$ cat src/rtl/pbm_pkg.sv
package pbm_pkg;

   typedef enum logic {
      MODE_WORD = 1'b0,
      MODE_LINE = 1'b1
   } pbm_mode_e;

   // Inverse of an odd value modulo 2^64 by Newton iteration;
   // each step doubles the number of correct low bits (3 -> 192).
   function automatic longint unsigned pbm_inv_pow2(input longint unsigned m);
      longint unsigned y;
      y = m;
      for (int i = 0; i < 6; i++) begin
         y = y * (64'd2 - m * y);
      end
      return y;
   endfunction

endpackage

$ cat src/rtl/pbm_unit_sel.sv
module pbm_unit_sel
   import pbm_pkg::*;
#(
   parameter int ADDR_W     = 40,
   parameter int QW_SHIFT   = 3,
   parameter int LINE_SHIFT = 6,
   localparam int UNIT_W    = ADDR_W - QW_SHIFT
) (
   input  logic [ADDR_W-1:0] addr,
   input  pbm_mode_e         mode,
   output logic [UNIT_W-1:0] unit
);

   always_comb begin
      unique case (mode)
         MODE_LINE: unit = UNIT_W'(addr >> LINE_SHIFT);
         default:   unit = UNIT_W'(addr >> QW_SHIFT);
      endcase
   end

endmodule

$ cat src/rtl/pbm_chunk_sum.sv
module pbm_chunk_sum #(
   parameter int UNIT_W  = 37,
   parameter int CHUNK_W = 5,
   localparam int NCHUNK = (UNIT_W + CHUNK_W - 1) / CHUNK_W,
   localparam int PAD_W  = NCHUNK * CHUNK_W - UNIT_W,
   localparam int SUM_W  = CHUNK_W + $clog2(NCHUNK)
) (
   input  logic [UNIT_W-1:0] unit,
   output logic [SUM_W-1:0]  sum
);

   logic [NCHUNK*CHUNK_W-1:0] padded;
   logic [CHUNK_W-1:0]        slice [NCHUNK];

   generate
      if (PAD_W > 0) begin : g_pad
         assign padded = {{PAD_W{1'b0}}, unit};
      end else begin : g_nopad
         assign padded = unit;
      end
      for (genvar g = 0; g < NCHUNK; g++) begin : g_slice
         assign slice[g] = padded[g*CHUNK_W +: CHUNK_W];
      end
   endgenerate

   always_comb begin
      sum = '0;
      for (int i = 0; i < NCHUNK; i++) begin
         sum = sum + SUM_W'(slice[i]);
      end
   end

endmodule

$ cat src/rtl/pbm_fold.sv
module pbm_fold #(
   parameter int CHUNK_W = 5,
   parameter int SUM_W   = 8,
   localparam int MODULUS = (1 << CHUNK_W) - 1
) (
   input  logic [SUM_W-1:0]   sum,
   output logic [CHUNK_W-1:0] residue
);

   logic [SUM_W-1:0]   f1, f2;
   logic [CHUNK_W-1:0] f3;

   // With SUM_W <= 2*CHUNK_W: f1 < 2^(C+1), f2 <= 2^C, f3 <= 2^C - 1.
   always_comb begin
      f1 = SUM_W'(sum[CHUNK_W-1:0]) + (sum >> CHUNK_W);
      f2 = SUM_W'(f1[CHUNK_W-1:0]) + (f1 >> CHUNK_W);
      f3 = CHUNK_W'(SUM_W'(f2[CHUNK_W-1:0]) + (f2 >> CHUNK_W));
      residue = (f3 == CHUNK_W'(MODULUS)) ? '0 : f3;
   end

endmodule

$ cat src/rtl/pbm_exact_div.sv
module pbm_exact_div
   import pbm_pkg::*;
#(
   parameter int W       = 33,
   parameter int MODULUS = 31
) (
   input  logic [W-1:0] dividend,
   output logic [W-1:0] quotient
);

   localparam logic [W-1:0] INV = W'(pbm_inv_pow2(64'(MODULUS)));

   // dividend is an exact multiple of MODULUS, so the product
   // modulo 2^W is the true quotient whenever it fits in W bits.
   assign quotient = dividend * INV;

endmodule

$ cat src/rtl/prime_bank_map.sv
module prime_bank_map
   import pbm_pkg::*;
#(
   parameter int ADDR_W     = 40,
   parameter int CHUNK_W    = 5,
   parameter int QW_SHIFT   = 3,
   parameter int LINE_SHIFT = 6,
   localparam int MODULUS   = (1 << CHUNK_W) - 1,
   localparam int UNIT_W    = ADDR_W - QW_SHIFT,
   localparam int NCHUNK    = (UNIT_W + CHUNK_W - 1) / CHUNK_W,
   localparam int SUM_W     = CHUNK_W + $clog2(NCHUNK),
   localparam int OFF_W     = UNIT_W - CHUNK_W + 1
) (
   input  logic               clk,
   input  logic               rst_n,
   input  logic               req_valid,
   output logic               req_ready,
   input  logic [ADDR_W-1:0]  req_addr,
   input  logic               req_line,
   output logic               rsp_valid,
   input  logic               rsp_ready,
   output logic [CHUNK_W-1:0] rsp_bank,
   output logic [OFF_W-1:0]   rsp_offset
);

   generate
      if (!(CHUNK_W == 2 || CHUNK_W == 3 || CHUNK_W == 5 || CHUNK_W == 7)) begin : g_bad_prime
         $error("CHUNK_W must make 2^CHUNK_W-1 a Mersenne prime");
      end
      if (LINE_SHIFT <= QW_SHIFT) begin : g_bad_shift
         $error("LINE_SHIFT must exceed QW_SHIFT");
      end
      if (UNIT_W > 64 || UNIT_W <= CHUNK_W) begin : g_bad_width
         $error("unit index width out of range");
      end
      if (SUM_W > 2 * CHUNK_W) begin : g_bad_sum
         $error("slice sum too wide for three folds");
      end
   endgenerate

   logic [UNIT_W-1:0]  unit;
   logic [SUM_W-1:0]   sum;
   logic [CHUNK_W-1:0] residue;
   logic [OFF_W-1:0]   quotient;
   logic               adv;

   logic               s1_v, s2_v;
   logic [SUM_W-1:0]   s1_sum;
   logic [OFF_W-1:0]   s1_unit_lo, s2_diff;
   logic [CHUNK_W-1:0] s2_bank;

   pbm_unit_sel #(
      .ADDR_W(ADDR_W), .QW_SHIFT(QW_SHIFT), .LINE_SHIFT(LINE_SHIFT)
   ) u_unit_sel (
      .addr(req_addr), .mode(pbm_mode_e'(req_line)), .unit(unit)
   );

   pbm_chunk_sum #(.UNIT_W(UNIT_W), .CHUNK_W(CHUNK_W)) u_chunk_sum (
      .unit(unit), .sum(sum)
   );

   pbm_fold #(.CHUNK_W(CHUNK_W), .SUM_W(SUM_W)) u_fold (
      .sum(s1_sum), .residue(residue)
   );

   pbm_exact_div #(.W(OFF_W), .MODULUS(MODULUS)) u_exact_div (
      .dividend(s2_diff), .quotient(quotient)
   );

   // Whole pipeline advances together unless the output is held.
   assign adv       = rsp_ready || !rsp_valid;
   assign req_ready = adv;

   always_ff @(posedge clk) begin
      if (!rst_n) begin
         s1_v      <= 1'b0;
         s2_v      <= 1'b0;
         rsp_valid <= 1'b0;
      end else if (adv) begin
         s1_v      <= req_valid;
         s2_v      <= s1_v;
         rsp_valid <= s2_v;
      end
   end

   always_ff @(posedge clk) begin
      if (adv) begin
         s1_sum     <= sum;
         s1_unit_lo <= unit[OFF_W-1:0];
         s2_bank    <= residue;
         s2_diff    <= s1_unit_lo - OFF_W'(residue);
         rsp_bank   <= s2_bank;
         rsp_offset <= quotient;
      end
   end

endmodule

$ cat config.mk
export PLATFORM = sky130hd
export DESIGN_NAME = prime_bank_map
export DESIGN_NICKNAME = d
export VERILOG_FILES = /design/src/rtl/pbm_pkg.sv /design/src/rtl/pbm_unit_sel.sv /design/src/rtl/pbm_chunk_sum.sv /design/src/rtl/pbm_fold.sv /design/src/rtl/pbm_exact_div.sv /design/src/rtl/prime_bank_map.sv
export SDC_FILE = /design/constraint.sdc
export NUM_CORES = 1
export LEC_CHECK = 0
export BUFFER_PORTS_ARGS = -buffer_cell sky130_fd_sc_hd__buf_2
export CAP_MARGIN = 20
export CORE_MARGIN = 2
export CORE_UTILIZATION = 50
export DETAILED_ROUTE_END_ITERATION = 6
export PLACE_DENSITY = 0.74
export SYNTH_ARGS = -nofsm -noshare
export SYNTH_HDL_FRONTEND = slang
export SYNTH_SLANG_ARGS = --single-unit
$ cat constraint.sdc
create_clock -name clk -period 9.9 [get_ports clk]
set_input_delay 1.485 -clock clk [delete_from_list [all_inputs] [get_ports clk]]
set_output_delay 1.485 -clock clk [all_outputs]
set_load 0.05 [all_outputs]
==> results of run 1 <==
metal layers:
| layer | vias up | track usage [%] |
|---|---|---|
| met2 | 269 | 39.1 |
| met5 | - | 0 |
| met3 | 53 | 3.63 |
| met1 | 5358 | 28.2 |
| li1 | 4761 | - |
| met4 | 0 | 8.05 |
layout by cell type, fill, tap and decap left out, types with 9 or more instances in the layout:
cell,n
nor2b_1,9
xor2_1,31
nand2b_1,10
o21ai_0,33
nor3_1,13
mux2i_1,16
a21oi_1,26
xnor2_1,86
clkbuf_16,17
a21o_1,13
buf_2,81
inv_1,459
ha_1,180
fa_1,335
nor2_1,25
mux2_2,21
edfxtp_1,117
nand2_1,39
cell type report:
type                    instances  area share, %
repair buffers                 83           2.26
well taps                     448           3.01
multi-input cells             906           63.2
clock inverters                12          0.619
clock buffers                  20           2.45
inverters                     459           9.26
flip-flops and latches        120           19.2
through the flow:
stage	std cells	worst slack, ns	area, um^2	hold WS, ns	util, %
after floorplan	1490	3.32	17100	0.400	-
after global placement	2016	2.62	18000	0.407	53.8
after detailed placement	2016	2.44	18000	0.406	53.8
after CTS	2048	2.42	18600	0.420	55.5
after global routing	2048	2.16	18600	0.434	55.5
final	2048	2.37	18600	0.424	55.5
cells in the mapped netlist, drive strengths merged:
cell	instances	area share (%)
a2111oi	1	0.16
a211o	2	0.10
a211oi	4	0.18
a21boi	6	0.26
a21o	13	0.57
a21oi	28	0.87
a221o	1	0.059
a31oi	6	0.22
and3	4	0.15
buf	1	0.029
clkbuf	4	0.088
dfxtp	3	0.35
edfxtp	117	21
fa	335	39
ha	180	13
inv	459	10
mux2	21	1.4
mux2i	16	0.94
nand2	39	0.86
nand2b	11	0.40
nand3	3	0.088
nand3b	3	0.13
nand4	4	0.15
nor2	26	0.62
nor2b	9	0.33
nor3	15	0.50
nor3b	1	0.044
nor4	5	0.31
nor4b	1	0.051
o2111ai	1	0.051
o211ai	1	0.044
o21a	3	0.13
o21ai	33	0.97
o21bai	3	0.13
o22ai	1	0.037
o41ai	4	0.21
or2	2	0.073
or3	2	0.073
or4	5	0.28
xnor2	86	4.4
xor2	31	1.6
state kept, by name, indices dropped and copies added (netlist names):
register,count
rsp_bank,5
rsp_offset,33
rsp_valid,1
s1_sum,8
s1_unit_lo,33
s1_v,1
s2_bank,5
s2_diff,33
s2_v,1
worst min-delay path by stage:
stage / slack, ns / endpoint
after detailed placement: 0.41 / rsp_bank[4]$_DFFE_PP_
after global placement: 0.41 / rsp_bank[1]$_DFFE_PP_
after CTS: 0.42 / rsp_bank[4]$_DFFE_PP_
final: 0.42 / rsp_bank[4]$_DFFE_PP_
after floorplan: 0.40 / rsp_bank[0]$_DFFE_PP_
after global routing: 0.43 / rsp_bank[2]$_DFFE_PP_
kinds of logic (layout without fill, tap and decap cells):
| family | after synthesis | count (layout) | synth area share (%) |
|---|---|---|---|
| adders and majority gates | 515 | 515 | 52.5 |
| buffers and inverters | 464 | 574 | 10.2 |
| and+or+nand+nor | 130 | 130 | 4.05 |
| DFF | 120 | 120 | 20.9 |
| xor gates and xnor gates | 117 | 117 | 6.00 |
| AOI/OAI and AO/OA | 107 | 107 | 3.99 |
| muxes | 37 | 37 | 2.32 |
==> results.py, run 1 <==
metrics = {
    "hold_path": {
        "worstHoldStart": "s2_bank[4]$_DFFE_PP_",
        "hold_depth": 0,
        "hold_path_class": "reg -> reg",
    },
    "route": {
        "routed_via_density": 5.10,
        "ant_nets": 0,
        "wl_met1_um": 15000,
        "drc": 3,
        "vias": 10400,
        "wl_um": 37000,
        "wl_met3_um": 1910,
        "maxUsedRoutingLayer": "met4",
        "dr_wl_met2_um": 19000,
        "drt_first_pass_iters": 7,
        "drt_iter0_markers": 610,
        "wire_per_inst_um": 18.1,
    },
    "sta": {
        "finalSetupTns_ns": 0,
        "finClkSkew_ns": 0.0231,
        "finalCriticalPeriod_ns": 7.53,
        "period_share_pct": 76.1,
        "finalHoldViolations": 0,
        "slew_violations": 0,
        "tightest_slew_ns": 0.919,
        "rsz0062_at_grt": "false",
        "finalSetupViolations": 0,
        "slew_headroom_pct": 38.8,
        "clock.fmax_mhz": 133,
    },
    "synthesis": {
        "ys_seq_area_share_pct": 20.9,
        "synth_nets": 2050,
        "synth_area_per_cell_um2": 11.5,
        "ys_warn_count": 0,
        "syn-instance-count": 1490,
        "synth_area_um2": 17100,
        "synth_seq_cells": 120,
        "synth.distinct_cells": 48,
    },
    "placed_design": {
        "numPortBuffers": 81,
        "place_hpwl_um": 32200,
        "gp_congestion": 0.981,
    },
    "critical_path": {
        "slowest_stage": "fa_1",
        "path_max_fanout": 7,
        "path_depth": 21,
        "crit_path_end": "rsp_offset[32]$_DFFE_PP_",
        "crit_family": "adder cells",
        "crit_buf_inv": 4,
        "rrSetupSlack_ns": 2.37,
        "worstRegToRegCells": 21,
        "slowest_delay_ns": 0.66,
        "reg2reg_from": "s2_diff[9]$_DFFE_PP_",
        "crit_type": "reg -> reg",
        "critical_path_arrival_ns": 7.72,
        "crit_top_cell": "fa_1",
        "cp_cell_sequence": "inv_1 -> fa_1 -> inv_1 -> fa_1 -> fa_1 -> inv_1 -> fa_1 -> inv_1 -> fa_1 -> fa_1 -> fa_1 -> fa_1 -> ha_1 -> nand2_1 -> nor3_1 -> a31oi_1 -> nand2_1 -> o41ai_1 -> a21boi_0 -> o41ai_1 -> xnor2_1",
        "required_ns": 10.09,
        "worstReg2RegEnd": "rsp_offset[32]$_DFFE_PP_",
        "worstSetupEndpointType": "register",
        "crit_path_start": "s2_diff[9]$_DFFE_PP_",
        "start_kind": "register",
    },
    "global_routing": {
        "track_usage_pct": 22.4,
        "grt-ovfl-total": 0,
        "grt_pass1_vias": 11600,
        "antenna_found_initial": 0,
        "grt_max_degree": 68,
        "grt_pass1_wl_um": 60000,
    },
    "run": {
        "cap_violations": 0,
    },
    "status": {
        "violations": "DRC",
        "status": "finished with violations",
    },
    "die": {
        "die_x_um": 189,
        "dieArea_um2": 35600,
        "core_area_um2": 33500,
        "die_y_um": 189,
        "ios": 85,
        "rows": 67,
        "start_util_pct": 50.9,
    },
    "clock_tree": {
        "cts_made_buffers": 17,
        "cts_tree": "built",
        "cts_root_buf": "clkbuf_16",
        "cts_hold_buf": 0,
        "post_cts_buffers": 0,
        "cts.htree.levels": 4,
        "cts-resized-gates": 0,
        "numClockSinks": 120,
        "clk_pin_slew_ns": 0.07,
        "clock_latency_ns": 0.45,
        "clk_path_buf_depth": 2,
    },
    "finish": {
        "area_delta_synth_final_pct": 9.02,
        "multi_input_area_um2": 11800,
        "register_area_um2": 3570,
        "nFillCells": 2847,
        "fin_nets": 2147,
        "drive_above_1_share_pct": 9.38,
        "diodes": 0,
    },
}
Power of run 1 is not shown: default switching activity piles up to over one toggle a cycle in this logic, so the estimate is an artifact.
==> run 2, diff against run 1 <==
Settings changed: ABC_AREA set to 1.
Clock period 9.9 ns to 7 ns, I/O delays scaled along.
==> run 2 against run 1 <==
Compared with the run above: the run now ends clean; maximum frequency is 9.6% higher; worst setup slack got worse by 2.2 ns; critical path depth increased by 2; first-iteration DRC count rose by 7.5%; utilization grew 0.47 points; register-to-register slack worse by 2.2 ns; sequential share of layout area down 0.72 points; via count up 11%; final cell count grew 14%; count of clock-buffer cells in the layout is 3 lower; non-clock buffer count increased by 28; synthesized cell count is 17% higher.
==> results.py, run 2 <==
metrics = {
    "clock_tree": {
        "clk_pin_slew_ns": 0.06,
        "cts.htree.levels": 4,
        "cts_tree": "built",
        "cts_made_buffers": 17,
        "cts_root_buf": "clkbuf_16",
        "clk_path_buf_depth": 2,
        "numClockSinks": 120,
        "clock_latency_ns": 0.44,
    },
    "finish": {
        "area_delta_synth_final_pct": 10.4,
        "register_area_um2": 3570,
        "multi_input_area_um2": 11900,
        "diodes": 0,
        "largestRegisters": "rsp_offset: 33 flops, s1_unit_lo: 33 flops, s2_diff: 33 flops",
        "fin_nets": 2427,
        "postLayoutCoreUtil_pct": 56.0,
        "final_common_cell": "inv_1",
        "nFillCells": 3051,
        "drive_above_1_share_pct": 8.99,
        "final_cell_mix": "inv_1 (522), fa_1 (332), nand2_1 (219)",
    },
    "route": {
        "drt_iter0_markers": 656,
        "drt_first_pass_iters": 5,
        "ant_nets": 0,
        "wire_per_inst_um": 17.5,
        "vias": 11600,
        "drc": 0,
        "routed_via_density": 4.98,
        "wl_um": 40800,
    },
    "synthesis": {
        "netlist_top_cells_count": "inv_1 (524), fa_1 (335), nand2_1 (219)",
        "synth_nets": 2305,
        "synth.distinct_cells": 40,
        "synth.most_common_cell": "inv_1",
        "synth_area_um2": 17500,
        "async_reset_ff_share_pct": 0,
        "synth_seq_cells": 120,
        "ys.flop_type": "edfxtp_1",
        "ys_warn_count": 0,
        "ys_seq_area_share_pct": 20.4,
        "synth_top_cell_by_area": "fa_1",
        "netlist.area_leader.share_pct": 38.3,
        "syn-instance-count": 1745,
        "synth_edf_count": 117,
        "synthTopCellsByArea": "fa_1 (38%), edfxtp_1 (20%), ha_1 (13%)",
        "synth_area_per_cell_um2": 10.0,
    },
    "sta": {
        "finClkSkew_ns": 0.0171,
        "fin_ws_ns": 0.127,
        "finalCriticalPeriod_ns": 6.87,
        "clock.fmax_mhz": 145,
        "slew_headroom_pct": 45.0,
        "finalSetupViolations": 0,
        "tightest_slew_ns": 0.826,
        "fin_hold_ws_ns": 0.422,
        "period_share_pct": 98.2,
        "slew_violations": 0,
        "finalHoldViolations": 0,
    },
    "die": {
        "die_x_um": 191,
        "core_area_um2": 34500,
        "dieArea_um2": 36500,
        "ios": 85,
        "die_y_um": 191,
        "rows": 68,
        "start_util_pct": 50.7,
    },
    "global_routing": {
        "grt_pass1_wl_um": 65000,
        "grt_pass1_vias": 12300,
        "track_usage_pct": 24.1,
        "grt_max_degree": 66,
        "antenna_found_initial": 0,
        "grt-ovfl-total": 0,
    },
    "hold_path": {
        "hold_path_class": "reg -> reg",
    },
    "placed_design": {
        "gp_congestion": 0.955,
        "place_hpwl_um": 36600,
        "place_ws_ns": 0.130,
        "numPortBuffers": 81,
    },
    "critical_path": {
        "start_kind": "register",
        "crit_type": "reg -> reg",
        "slowest_delay_ns": 0.60,
        "worstSetupEndpointType": "register",
        "critical_path_arrival_ns": 7.07,
        "slowest_stage": "fa_1",
        "required_ns": 7.19,
        "crit_top_cell": "fa_1",
        "cp_cell_sequence": "inv_1 -> fa_1 -> inv_1 -> fa_1 -> fa_1 -> inv_1 -> fa_1 -> inv_1 -> fa_1 -> fa_1 -> fa_1 -> fa_1 -> ha_1 -> nand2_1 -> nor2_1 -> nor3b_2 -> nand4_1 -> nand3_1 -> buf_4 -> a21o_1 -> nand2_1 -> nand3_1 -> nand2_1",
        "path_max_fanout": 5,
    },
    "status": {
        "status": "completed",
    },
    "run": {
        "cap_violations": 0,
    },
}
run 2: cell types whose count changed after synthesis, moves of 24 or more:
cell and change:
inv_1 +65, nand2_1 +180, nand3_1 +37, nor2_1 +51, xnor2_1 -54, xor2_1 +24
run 2: cell type report:
type / instances / area share [%]
Clock buffer: 17 / 2.20
Clock inverter: 15 / 1.11
Inverter: 526 / 10.2
Multi-Input combinational cell: 1091 / 61.8
Sequential cell: 120 / 18.5
Tap cell: 455 / 2.94
Timing Repair Buffer: 111 / 3.26
run 2: worst max-delay path, delay by kind of cell (launching register included):
kind,cells,cell delay (ns)
compound gates,1,0.13
simple gates,8,1.11
fa+ha+maj,9,4.41
buf+inv,5,0.47
flops,1,0.54
run 2: cell families after synthesis:
kind of cell | after synthesis | synth area share (%)
XOR/XNOR | 87 | 4.35
buffers and inverters | 534 | 11.5
AND/OR/NAND/NOR | 383 | 9.22
AO/OA/AOI/OAI | 106 | 3.38
flip-flops | 120 | 20.4
adder cells (fa/ha/maj) | 515 | 51.2
run 2: layer usage:
layer / up-vias / global-route usage (%) / part of all wire (%) / wire length (um)
li1: 5487 / - / - / -
met1: 5816 / 30.4 / 41 / 16900
met2: 280 / 42.7 / 52 / 21100
met3: 46 / 4.08 / 4.8 / 1950
met4: 0 / 6.69 / 2.1 / 874
met5: - / 0 / 0 / 0
run 2: repair_timing:
item	4_1_cts	5_1_grt
hold buffers	0	0
buffers inserted	0	6
setup endpoints to repair	0	5
resized for setup	0	7
run 2: metrics by stage:
stage	instance area (um^2)	setup TNS, ns	std cells
2_1_floorplan	17500	0	1745
5_1_grt	19300	-0.00369	2335
3_3_place_gp	18600	0	2297
3_5_place_dp	18600	0	2297
4_1_cts	19300	0	2329
6_report	19300	0	2335
run 2: worst paths after layout:
check / from / to / slack, ns / depth (start not counted)
min reg2reg: s2_bank[4]$_DFFE_PP_ / rsp_bank[4]$_DFFE_PP_ / 0.42 / 0
min: s2_bank[4]$_DFFE_PP_ / rsp_bank[4]$_DFFE_PP_ / 0.42 / 0
max reg2reg: s2_diff[9]$_DFFE_PP_ / rsp_offset[30]$_DFFE_PP_ / 0.13 / 23
max: s2_diff[9]$_DFFE_PP_ / rsp_offset[30]$_DFFE_PP_ / 0.13 / 23
Power of run 2 is left out for the same reason.
==> run 3, diff against run 2 <==
Settings changed: CORE_ASPECT_RATIO set to 0.6.
==> run 3 against run 2 <==
Compared with the run above: via count rose by 3.6%; sequential cell count stayed put; die area grew 0.14%; critical endpoint unchanged.
==> results.py, run 3 (synthesis results as in run 2) <==
metrics = {
    "status": {
        "status": "completed",
    },
    "die": {
        "dieArea_um2": 36600,
        "start_util_pct": 50.4,
        "die_y_um": 149,
        "die_x_um": 246,
        "rows": 53,
        "core_area_um2": 34700,
        "ios": 85,
    },
    "placed_design": {
        "numPortBuffers": 81,
        "place_hpwl_um": 40500,
        "gp_congestion": 1.02,
    },
    "finish": {
        "postLayoutCoreUtil_pct": 56.5,
        "area_delta_synth_final_pct": 12.1,
        "nFillCells": 3018,
        "fin_nets": 2455,
        "final_cell_mix": "inv_1 (520), fa_1 (324), nand2_1 (219)",
        "drive_above_1_share_pct": 11.0,
        "largestRegisters": "rsp_offset: 33 flops, s1_unit_lo: 33 flops, s2_diff: 33 flops",
        "final_common_cell": "inv_1",
    },
    "global_routing": {
        "grt_pass1_vias": 12400,
        "track_usage_pct": 26.6,
        "grt_pass1_wl_um": 71000,
        "antenna_found_initial": 1,
        "grt_max_degree": 71,
        "grt-ovfl-total": 0,
    },
    "clock_tree": {
        "cts_root_buf": "clkbuf_16",
        "numClockSinks": 120,
        "cts.htree.levels": 4,
        "clock_latency_ns": 0.45,
        "cts_hold_buf": 0,
        "clk_path_buf_depth": 2,
        "cts_tree": "built",
        "clk_pin_slew_ns": 0.07,
        "cts_made_buffers": 17,
    },
    "sta": {
        "finalHoldViolations": 0,
        "rsz0062_at_grt": "true",
        "tightest_slew_ns": 0.976,
        "slew_violations": 0,
        "period_share_pct": 97.6,
        "clock.fmax_mhz": 146,
        "finClkSkew_ns": 0.0208,
        "slew_headroom_pct": 35.0,
        "finalSetupViolations": 0,
        "finalCriticalPeriod_ns": 6.83,
        "fin_hold_ws_ns": 0.420,
    },
    "hold_path": {
        "hold_path_class": "reg -> reg",
        "worstHoldStart": "s2_bank[1]$_DFFE_PP_",
        "holdPathEnd": "rsp_bank[1]$_DFFE_PP_",
        "hold_depth": 0,
    },
    "route": {
        "maxUsedRoutingLayer": "met4",
        "drt_first_pass_iters": 5,
        "wire_per_inst_um": 19.2,
        "wl_met3_um": 5810,
        "dr_wl_met2_um": 18300,
        "wl_um": 45600,
        "vias": 12000,
        "ant_nets": 0,
        "wl_met1_um": 21300,
        "drt_iter0_markers": 1064,
        "drc": 0,
        "routed_via_density": 5.07,
    },
    "critical_path": {
        "worstReg2RegEnd": "rsp_offset[30]$_DFFE_PP_",
        "start_kind": "register",
        "required_ns": 7.19,
        "critical_path_arrival_ns": 7.02,
        "rrSetupSlack_ns": 0.17,
        "worstSetupEndpointType": "register",
        "worstRegToRegCells": 22,
        "reg2reg_from": "s2_diff[19]$_DFFE_PP_",
        "path_max_fanout": 4,
        "crit_type": "reg -> reg",
    },
    "run": {
        "cap_violations": 0,
    },
}
## run 3: final cells by class
type | count | area, um^2 | share of cell area, %
diodes | 1 | 2.50 | 0.0128
multi-input cells | 1091 | 12000 | 61.1
well taps | 467 | 584 | 2.98
inverters | 526 | 1980 | 10.1
clock buffers | 20 | 457 | 2.33
flip-flops and latches | 120 | 3570 | 18.2
clock inverters | 12 | 141 | 0.721
repair buffers | 139 | 891 | 4.54
## run 3: stage by stage
| stage | setup WS, ns | cells | setup TNS [ns] | instance area (um^2) |
|---|---|---|---|---|
| 2_1_floorplan | 0.818 | 1745 | 0 | 17500 |
| 3_3_place_gp | -0.108 | 2328 | -0.179 | 18800 |
| 3_5_place_dp | -0.120 | 2328 | -0.238 | 18800 |
| 4_1_cts | 0.0287 | 2360 | 0 | 19400 |
| 5_1_grt | -0.0315 | 2375 | -0.0666 | 19600 |
| 6_report | 0.167 | 2376 | 0 | 19600 |
## run 3: worst max path at each step
| stage | depth (start not counted) | end | startpoint | slack, ns |
|---|---|---|---|---|
| CTS | 23 | rsp_offset[30]$_DFFE_PP_ | s2_diff[21]$_DFFE_PP_ | 0.03 |
| global route | 23 | rsp_offset[30]$_DFFE_PP_ | s2_diff[21]$_DFFE_PP_ | -0.03 |
| finish | 22 | rsp_offset[30]$_DFFE_PP_ | s2_diff[19]$_DFFE_PP_ | 0.17 |
| global placement | 23 | rsp_offset[30]$_DFFE_PP_ | s2_diff[21]$_DFFE_PP_ | -0.11 |
| detailed placement | 23 | rsp_offset[30]$_DFFE_PP_ | s2_diff[21]$_DFFE_PP_ | -0.12 |
| floorplan | 22 | rsp_offset[30]$_DFFE_PP_ | s2_diff[16]$_DFFE_PP_ | 0.82 |
## run 3: worst max-delay path: stages (launching register included)
cell and delay, ns:
edfxtp_1 0.41, buf_4 0.17, fa_1 0.56, fa_1 0.58
inv_1 0.06, fa_1 0.52, fa_1 0.55, inv_1 0.05
fa_1 0.49, fa_1 0.57, fa_1 0.42, fa_1 0.44
ha_1 0.37, nand2_1 0.10, nor2_2 0.12, nor3b_4 0.28
nand4_1 0.22, nand3_2 0.17, buf_4 0.13, a21o_1 0.13
nand2_1 0.07, nand3_1 0.06, nand2_1 0.05
## run 3: timing repair
item | CTS | global route
resized for setup | 2 | 20
pin swaps | 0 | 2
endpoints found under the setup margin | 3 | 12
buffers inserted | 0 | 15
hold endpoints to repair | 0 | 0
## run 3: layer usage
layer / track usage [%] / vias up
met4: 3.42 / 0
met1: 41.1 / 6022
met2: 35.6 / 453
met5: 0 / -
met3: 10.5 / 28
li1: - / 5543
Power of run 3 is left out for the same reason.
